File: config.mk
export PLATFORM = sky130hd
export DESIGN_NAME = sbm_master
export DESIGN_NICKNAME = d
export VERILOG_FILES = /design/src/rtl/sbm_pkg.sv /design/src/rtl/sbm_seq.sv /design/src/rtl/sbm_pin_enc.sv /design/src/rtl/sbm_rsp.sv /design/src/rtl/sbm_master.sv
export SDC_FILE = /design/constraint.sdc
export NUM_CORES = 1
export LEC_CHECK = 0
export ABC_AREA = 1
export BUFFER_PORTS_ARGS = -buffer_cell sky130_fd_sc_hd__buf_2
export CORE_MARGIN = 10
export CORE_UTILIZATION = 47
export CTS_CLUSTER_DIAMETER = 150
export DETAILED_ROUTE_END_ITERATION = 16
export PLACE_DENSITY = 0.83
export SLEW_MARGIN = 20
export SYNTH_ARGS = -nofsm -noshare
export SYNTH_HDL_FRONTEND = slang
export SYNTH_HIERARCHICAL = 1
export SYNTH_SLANG_ARGS = --single-unit
File: constraint.sdc
create_clock -name clk -period 2.2 [get_ports clk]
set_input_delay 0.33 -clock clk [delete_from_list [all_inputs] [get_ports clk]]
set_output_delay 0.33 -clock clk [all_outputs]
set_load 0.01 [all_outputs]
File: src/rtl/sbm_pkg.sv
package sbm_pkg;

  typedef enum logic [1:0] {
    ST_IDLE  = 2'd0,
    ST_WRITE = 2'd1,
    ST_RADDR = 2'd2,
    ST_RDATA = 2'd3
  } sbm_state_e;

  typedef struct packed {
    logic wr;
    logic wide;
    logic burst;
    logic odd;
  } sbm_cmd_t;

  // Lane enables: bit 0 = even lane, bit 1 = odd lane.
  function automatic logic [1:0] lane_mask(input sbm_cmd_t c);
    if (c.wide) return 2'b11;
    return c.odd ? 2'b10 : 2'b01;
  endfunction

  // Bursts exist only as full-width reads.
  function automatic logic cmd_legal(input sbm_cmd_t c);
    return !c.burst || (c.wide && !c.wr);
  endfunction

endpackage

File: src/rtl/sbm_seq.sv
module sbm_seq
  import sbm_pkg::*;
#(
  parameter int BURST_LEN = 4,
  parameter int BEAT_W    = 2
) (
  input  logic              clk,
  input  logic              rst_n,
  input  logic              start,
  input  logic              start_wr,
  input  logic              burst_q,
  input  logic              ack,
  output sbm_state_e        state,
  output logic [BEAT_W-1:0] beat,
  output logic              last_beat,
  output logic              ev_wr_done,
  output logic              ev_beat_cap,
  output logic              ev_last
);

  localparam logic [BEAT_W-1:0] LAST_IDX = BEAT_W'(BURST_LEN - 1);

  sbm_state_e state_nx;

  assign last_beat   = !burst_q || (beat == LAST_IDX);
  assign ev_wr_done  = (state == ST_WRITE) && ack;
  assign ev_beat_cap = (state == ST_RDATA) && ack;
  assign ev_last     = ev_beat_cap && last_beat;

  always_comb begin
    state_nx = state;
    unique case (state)
      ST_IDLE:  if (start) state_nx = start_wr ? ST_WRITE : ST_RADDR;
      ST_WRITE: if (ack) state_nx = ST_IDLE;
      ST_RADDR: if (ack) state_nx = ST_RDATA;
      ST_RDATA: if (ev_last) state_nx = ST_IDLE;
      default:  state_nx = ST_IDLE;
    endcase
  end

  always_ff @(posedge clk or negedge rst_n) begin
    if (!rst_n) begin
      state <= ST_IDLE;
      beat  <= '0;
    end else begin
      state <= state_nx;
      if (state != ST_RDATA) beat <= '0;
      else if (ev_beat_cap && !last_beat) beat <= beat + 1'b1;
    end
  end

endmodule

File: src/rtl/sbm_pin_enc.sv
module sbm_pin_enc
  import sbm_pkg::*;
#(
  parameter int ROW_W  = 23,
  parameter int BEAT_W = 2
) (
  input  sbm_state_e        state,
  input  logic [1:0]        lanes,
  input  logic              burst_q,
  input  logic              last_beat,
  input  logic [BEAT_W-1:0] beat,
  input  logic [ROW_W-1:0]  base_row,
  output logic              cs_n,
  output logic              rd_lo_n,
  output logic              rd_hi_n,
  output logic              wr_lo_n,
  output logic              wr_hi_n,
  output logic              burst,
  output logic [ROW_W-1:0]  addr,
  output logic              wdata_oe
);

  // Linear wrap inside an aligned group of BURST_LEN rows.
  function automatic logic [ROW_W-1:0] beat_row(input logic [ROW_W-1:0] base,
                                                 input logic [BEAT_W-1:0] b);
    logic [ROW_W-1:0] r;
    r = base;
    r[BEAT_W-1:0] = base[BEAT_W-1:0] + b;
    return r;
  endfunction

  logic rd_on, wr_on;

  assign rd_on    = (state == ST_RADDR) || (state == ST_RDATA);
  assign wr_on    = (state == ST_WRITE);
  assign cs_n     = (state == ST_IDLE);
  assign rd_lo_n  = !(rd_on && lanes[0]);
  assign rd_hi_n  = !(rd_on && lanes[1]);
  assign wr_lo_n  = !(wr_on && lanes[0]);
  assign wr_hi_n  = !(wr_on && lanes[1]);
  assign wdata_oe = wr_on;
  assign burst    = burst_q && ((state == ST_RADDR) || ((state == ST_RDATA) && !last_beat));
  assign addr     = (state == ST_RDATA) ? beat_row(base_row, beat) : base_row;

endmodule

File: src/rtl/sbm_rsp.sv
module sbm_rsp #(
  parameter int HALF_W = 32
) (
  input  logic                clk,
  input  logic                rst_n,
  input  logic                ev_done,
  input  logic                ev_reject,
  input  logic                ev_beat_cap,
  input  logic [1:0]          lanes,
  input  logic [2*HALF_W-1:0] bus_rdata,
  output logic                done,
  output logic                err,
  output logic                beat,
  output logic [2*HALF_W-1:0] rdata
);

  function automatic logic [2*HALF_W-1:0] lane_keep(input logic [2*HALF_W-1:0] d,
                                                    input logic [1:0] m);
    return {(m[1] ? d[2*HALF_W-1:HALF_W] : {HALF_W{1'b0}}),
            (m[0] ? d[HALF_W-1:0]        : {HALF_W{1'b0}})};
  endfunction

  always_ff @(posedge clk or negedge rst_n) begin
    if (!rst_n) begin
      done  <= 1'b0;
      err   <= 1'b0;
      beat  <= 1'b0;
      rdata <= '0;
    end else begin
      done <= ev_done || ev_reject;
      err  <= ev_reject;
      beat <= ev_beat_cap;
      if (ev_beat_cap) rdata <= lane_keep(bus_rdata, lanes);
    end
  end

endmodule

File: src/rtl/sbm_master.sv
module sbm_master
  import sbm_pkg::*;
#(
  parameter int ADDR_W    = 24,
  parameter int HALF_W    = 32,
  parameter int BURST_LEN = 4
) (
  input  logic                clk,
  input  logic                rst_n,
  input  logic                req_valid,
  output logic                req_ready,
  input  logic                req_wr,
  input  logic                req_wide,
  input  logic                req_burst,
  input  logic [ADDR_W-1:0]   req_addr,
  input  logic [2*HALF_W-1:0] req_wdata,
  output logic                rsp_done,
  output logic                rsp_err,
  output logic                rsp_beat,
  output logic [2*HALF_W-1:0] rsp_rdata,
  output logic                mem_cs_n,
  output logic                mem_rd_lo_n,
  output logic                mem_rd_hi_n,
  output logic                mem_wr_lo_n,
  output logic                mem_wr_hi_n,
  output logic                mem_burst,
  output logic [ADDR_W-2:0]   mem_addr,
  output logic [2*HALF_W-1:0] mem_wdata,
  output logic                mem_wdata_oe,
  input  logic [2*HALF_W-1:0] mem_rdata,
  input  logic                mem_ack
);

  localparam int ROW_W  = ADDR_W - 1;
  localparam int BEAT_W = (BURST_LEN > 1) ? $clog2(BURST_LEN) : 1;

  sbm_state_e         state;
  sbm_cmd_t           in_cmd, cmd_q;
  logic [ROW_W-1:0]   row_q;
  logic [2*HALF_W-1:0] wdata_q;
  logic [BEAT_W-1:0]  beat;
  logic [1:0]         lanes;
  logic               accept, ev_start, ev_reject;
  logic               last_beat, ev_wr_done, ev_beat_cap, ev_last;

  assign in_cmd    = '{wr: req_wr, wide: req_wide, burst: req_burst, odd: req_addr[0]};
  assign req_ready = (state == ST_IDLE);
  assign accept    = req_valid && req_ready;
  assign ev_start  = accept && cmd_legal(in_cmd);
  assign ev_reject = accept && !cmd_legal(in_cmd);
  assign lanes     = lane_mask(cmd_q);
  assign mem_wdata = wdata_q;

  always_ff @(posedge clk or negedge rst_n) begin
    if (!rst_n) begin
      cmd_q   <= '0;
      row_q   <= '0;
      wdata_q <= '0;
    end else if (ev_start) begin
      cmd_q   <= in_cmd;
      row_q   <= req_addr[ADDR_W-1:1];
      wdata_q <= req_wdata;
    end
  end

  sbm_seq #(.BURST_LEN(BURST_LEN), .BEAT_W(BEAT_W)) u_seq (
    .clk(clk), .rst_n(rst_n), .start(ev_start), .start_wr(in_cmd.wr),
    .burst_q(cmd_q.burst), .ack(mem_ack), .state(state), .beat(beat),
    .last_beat(last_beat), .ev_wr_done(ev_wr_done),
    .ev_beat_cap(ev_beat_cap), .ev_last(ev_last)
  );

  sbm_pin_enc #(.ROW_W(ROW_W), .BEAT_W(BEAT_W)) u_pins (
    .state(state), .lanes(lanes), .burst_q(cmd_q.burst), .last_beat(last_beat),
    .beat(beat), .base_row(row_q), .cs_n(mem_cs_n), .rd_lo_n(mem_rd_lo_n),
    .rd_hi_n(mem_rd_hi_n), .wr_lo_n(mem_wr_lo_n), .wr_hi_n(mem_wr_hi_n),
    .burst(mem_burst), .addr(mem_addr), .wdata_oe(mem_wdata_oe)
  );

  sbm_rsp #(.HALF_W(HALF_W)) u_rsp (
    .clk(clk), .rst_n(rst_n), .ev_done(ev_wr_done || ev_last),
    .ev_reject(ev_reject), .ev_beat_cap(ev_beat_cap), .lanes(lanes),
    .bus_rdata(mem_rdata), .done(rsp_done), .err(rsp_err), .beat(rsp_beat),
    .rdata(rsp_rdata)
  );

endmodule

==> results.md <==
- Synth unique cells: 20
- Max frequency: between 0.4 and 0.5 GHz
- Largest net degree at the start of global routing: slightly above 90
- RSZ-0062 raised after global routing: no
- Vias in the first global route: between 6000 and 7000
- Post-Route WL: ~21000 um
- Synth Area in Simple Gates: 0.3201
- Worst-Skew Late Latency: 0.41 ns
- DRT Pass-1 Iters: 5
- Met1 usage: 0.2388
- Most frequent cells in the layout: nand2_1 (328), buf_2 (319), nand3_1 (161), dfrtp_1 (161), clkbuf_16 (17)
- Port bufs: 320
- Routability cong.: between 0.8 and 0.9
- Worst hold slack: ~0.14 ns
- Commonest non-fill, non-tap cell in the layout: nand2_1
- Final period utilization: 0.9178
- Root buf cell: clkbuf_16
- Run status: finished clean
- Req. time, crit path: around 1.9 ns
- Share of cells above drive strength 1: 0.3555
- Final setup vio count: 0
- Die W: 140.6 um
- Global-route wire length before repair: 32660 um
- Synth warnings: 6
- Cts bufs inserted: 17
- Clk slew on worst S/H paths: roughly 0.060 ns
- Initial DRC count: ~400
- Synthesized area: 6833 um^2
- Setup tns final: 0 ns
- Post-CTS Repair Setup Buffers: 0
- # nets final: around 1200
- HPWL Detailed: around 15000 um
- Final instance area: about 8900 um^2
- Grt total ovfl: 0
- Grt met3 use: 0.1082
- Setup WS post-layout: 0.1809 ns
- Worst-Margin Slew: approximately 1.1 ns
- Critical Path Start Type: flip-flop
- Area share of fa/ha/maj cells after synthesis: 0.003662
- Main combinational cell family by area after synthesis: simple AND/OR/NAND/NOR gates
- Synthesis-to-finish area growth: 30.69%
- Worst Hold Class: input port to flip-flop
- Hold Vio Cnt, Final: 0
- CTS tree: yes
- Core area: 14370 um^2
- H-tree depth: 4
- FP Rows: 44
- Max Cap Violations: 0
- Synthesized instance count: about 770
- Vias per cell: slightly below 5
- Minimum clock period: 2.019 ns
- Io pins: 321
- Max Clock Skew: 0.007294 ns
- Crit Path Class: flip-flop to output pin
- GR peak layer: met2
- Footprint of the multi-input gates: around 2200 um^2
- CP Capture Type: output pin
- Initial Util: 0.4755
- CP max FO: 5
- Global router's overall resource usage: 0.2038
- Clock Sinks: roughly 160
- Die height: 140.6 um
- Clock buffer depth: 2
- Synth Area in Compound Gates: 0.003479
- Die area: a little under 20000 um^2
- Arr. time, crit path: roughly 1.7 ns
- Max-slew violation count: 0
- Maximum vdd drop: 0.7320 mV
- Register Area: 4029 um^2
- Setup Slack @ Placement: roughly 0.43 ns
- Routed Antenna Nets: 0
- Xor and xnor area share after synthesis: 0
- DR DRC count: 0
- Via count: 6145
- Multiplexer area fraction after synthesis: 0
- Pleak: between 5 and 6 nW
- FF+latch count, synth: between 150 and 200
- Syn_area_per_cell: a little under 9 um^2
- Initial antenna violation count: 3
- Met2 Use GR: 0.3150
- Cts repair resizes: 0
- Placed Area: between 8000 and 9000 um^2
- Power Dens Cells: 1445 nW/um^2
- FILL cells: 1200
- Sequential element share of the synthesized area: 0.5896
- Syn Nets: between 900 and 1000
- Slew HR: 0.2976
- WL/cell: 16.83 um
repair_timing:
item | in CTS | in global routing
hold endpoints to repair | 46 | 0
setup endpoints to repair | 0 | 0
hold buffers | 1 | 0
cells in the mapped netlist (all sizes together):
library cell	n	area share
ha	2	0.0037
or2	3	0.0027
a21oi	2	0.0015
o21ai	2	0.0020
buf	69	0.072
nand3	161	0.12
nor2	13	0.0097
inv	20	0.011
nor3	5	0.0037
nand2	334	0.19
dfrtp	161	0.59
stage by stage:
step,power [mW],std cells,utilization
after floorplan,7.978,772,-
after global placement,9.885,1218,0.5789
after detailed placement,10.04,1218,0.5789
after CTS,13.09,1250,0.6213
after global routing,13.85,1250,0.6213
final,12.91,1251,0.6215
layout make-up:
class,count,area share
sequential,161,0.4512
timing repair buffer,332,0.1960
inverter,20,0.008407
tap,184,0.02578
multi-input combinational,522,0.2512
antenna,1,0.0002802
clock inverter,12,0.01751
clock buffer,19,0.04960
layer usage:
layer / vias to the layer above / share of wire
met1: 2821 / 0.39
met5: - / 0.0013
li1: 3010 / -
met4: 4 / 0.018
met3: 27 / 0.13
met2: 283 / 0.46
flip-flops by register name (all words and copies together) (netlist names):
name,cells
u_rsp/rdata,64
u_rsp/done,1
u_seq/beat,2
u_rsp/beat,1
u_seq/state,2
row_q,23
mem_wdata,64
u_rsp/err,1
cmd_q,3
report_power, final:
part | internal, mW | switching [mW] | total [mW] | leakage (nW)
Combinational | 1.84 | 3.07 | 4.91 | 2.98
Sequential | 4.29 | 0.722 | 5.01 | 2.04
Clock | 1.82 | 1.17 | 2.99 | 0.294
path summary, 6_finish.rpt:
kind | startpoint | to | slack, ns | cells after the start
max in group asynchronous | rst_n | mem_wdata[30]$_DFFE_PN0P_ | 1.09 | 3
max | u_seq/beat[0]$_DFFE_PN0P_ | mem_burst | 0.18 | 5
min | mem_rdata[57] | u_rsp/rdata[57]$_DFFE_PN0P_ | 0.14 | 3
min in group asynchronous | rst_n | u_rsp/rdata[50]$_DFFE_PN0P_ | 0.42 | 2
max reg2reg | u_seq/state[1]$_DFFE_PN0P_ | u_rsp/rdata[49]$_DFFE_PN0P_ | 0.41 | 5
min reg2reg | mem_wdata[19]$_DFFE_PN0P_ | mem_wdata[19]$_DFFE_PN0P_ | 0.46 | 2
critical path, stage by stage (launching register included):
cell	delay [ns]
dfrtp_1	0.42
ha_1	0.22
nor2_1	0.29
inv_1	0.07
a21oi_1	0.13
buf_2	0.15
logic make-up after synthesis:
family,Yosys count
buffers and inverters,89
AO/OA/AOI/OAI,4
flip-flops,161
adder cells (fa/ha/maj),2
AND/OR/NAND/NOR,516
Note: power is estimated with default switching activity, not from simulation.
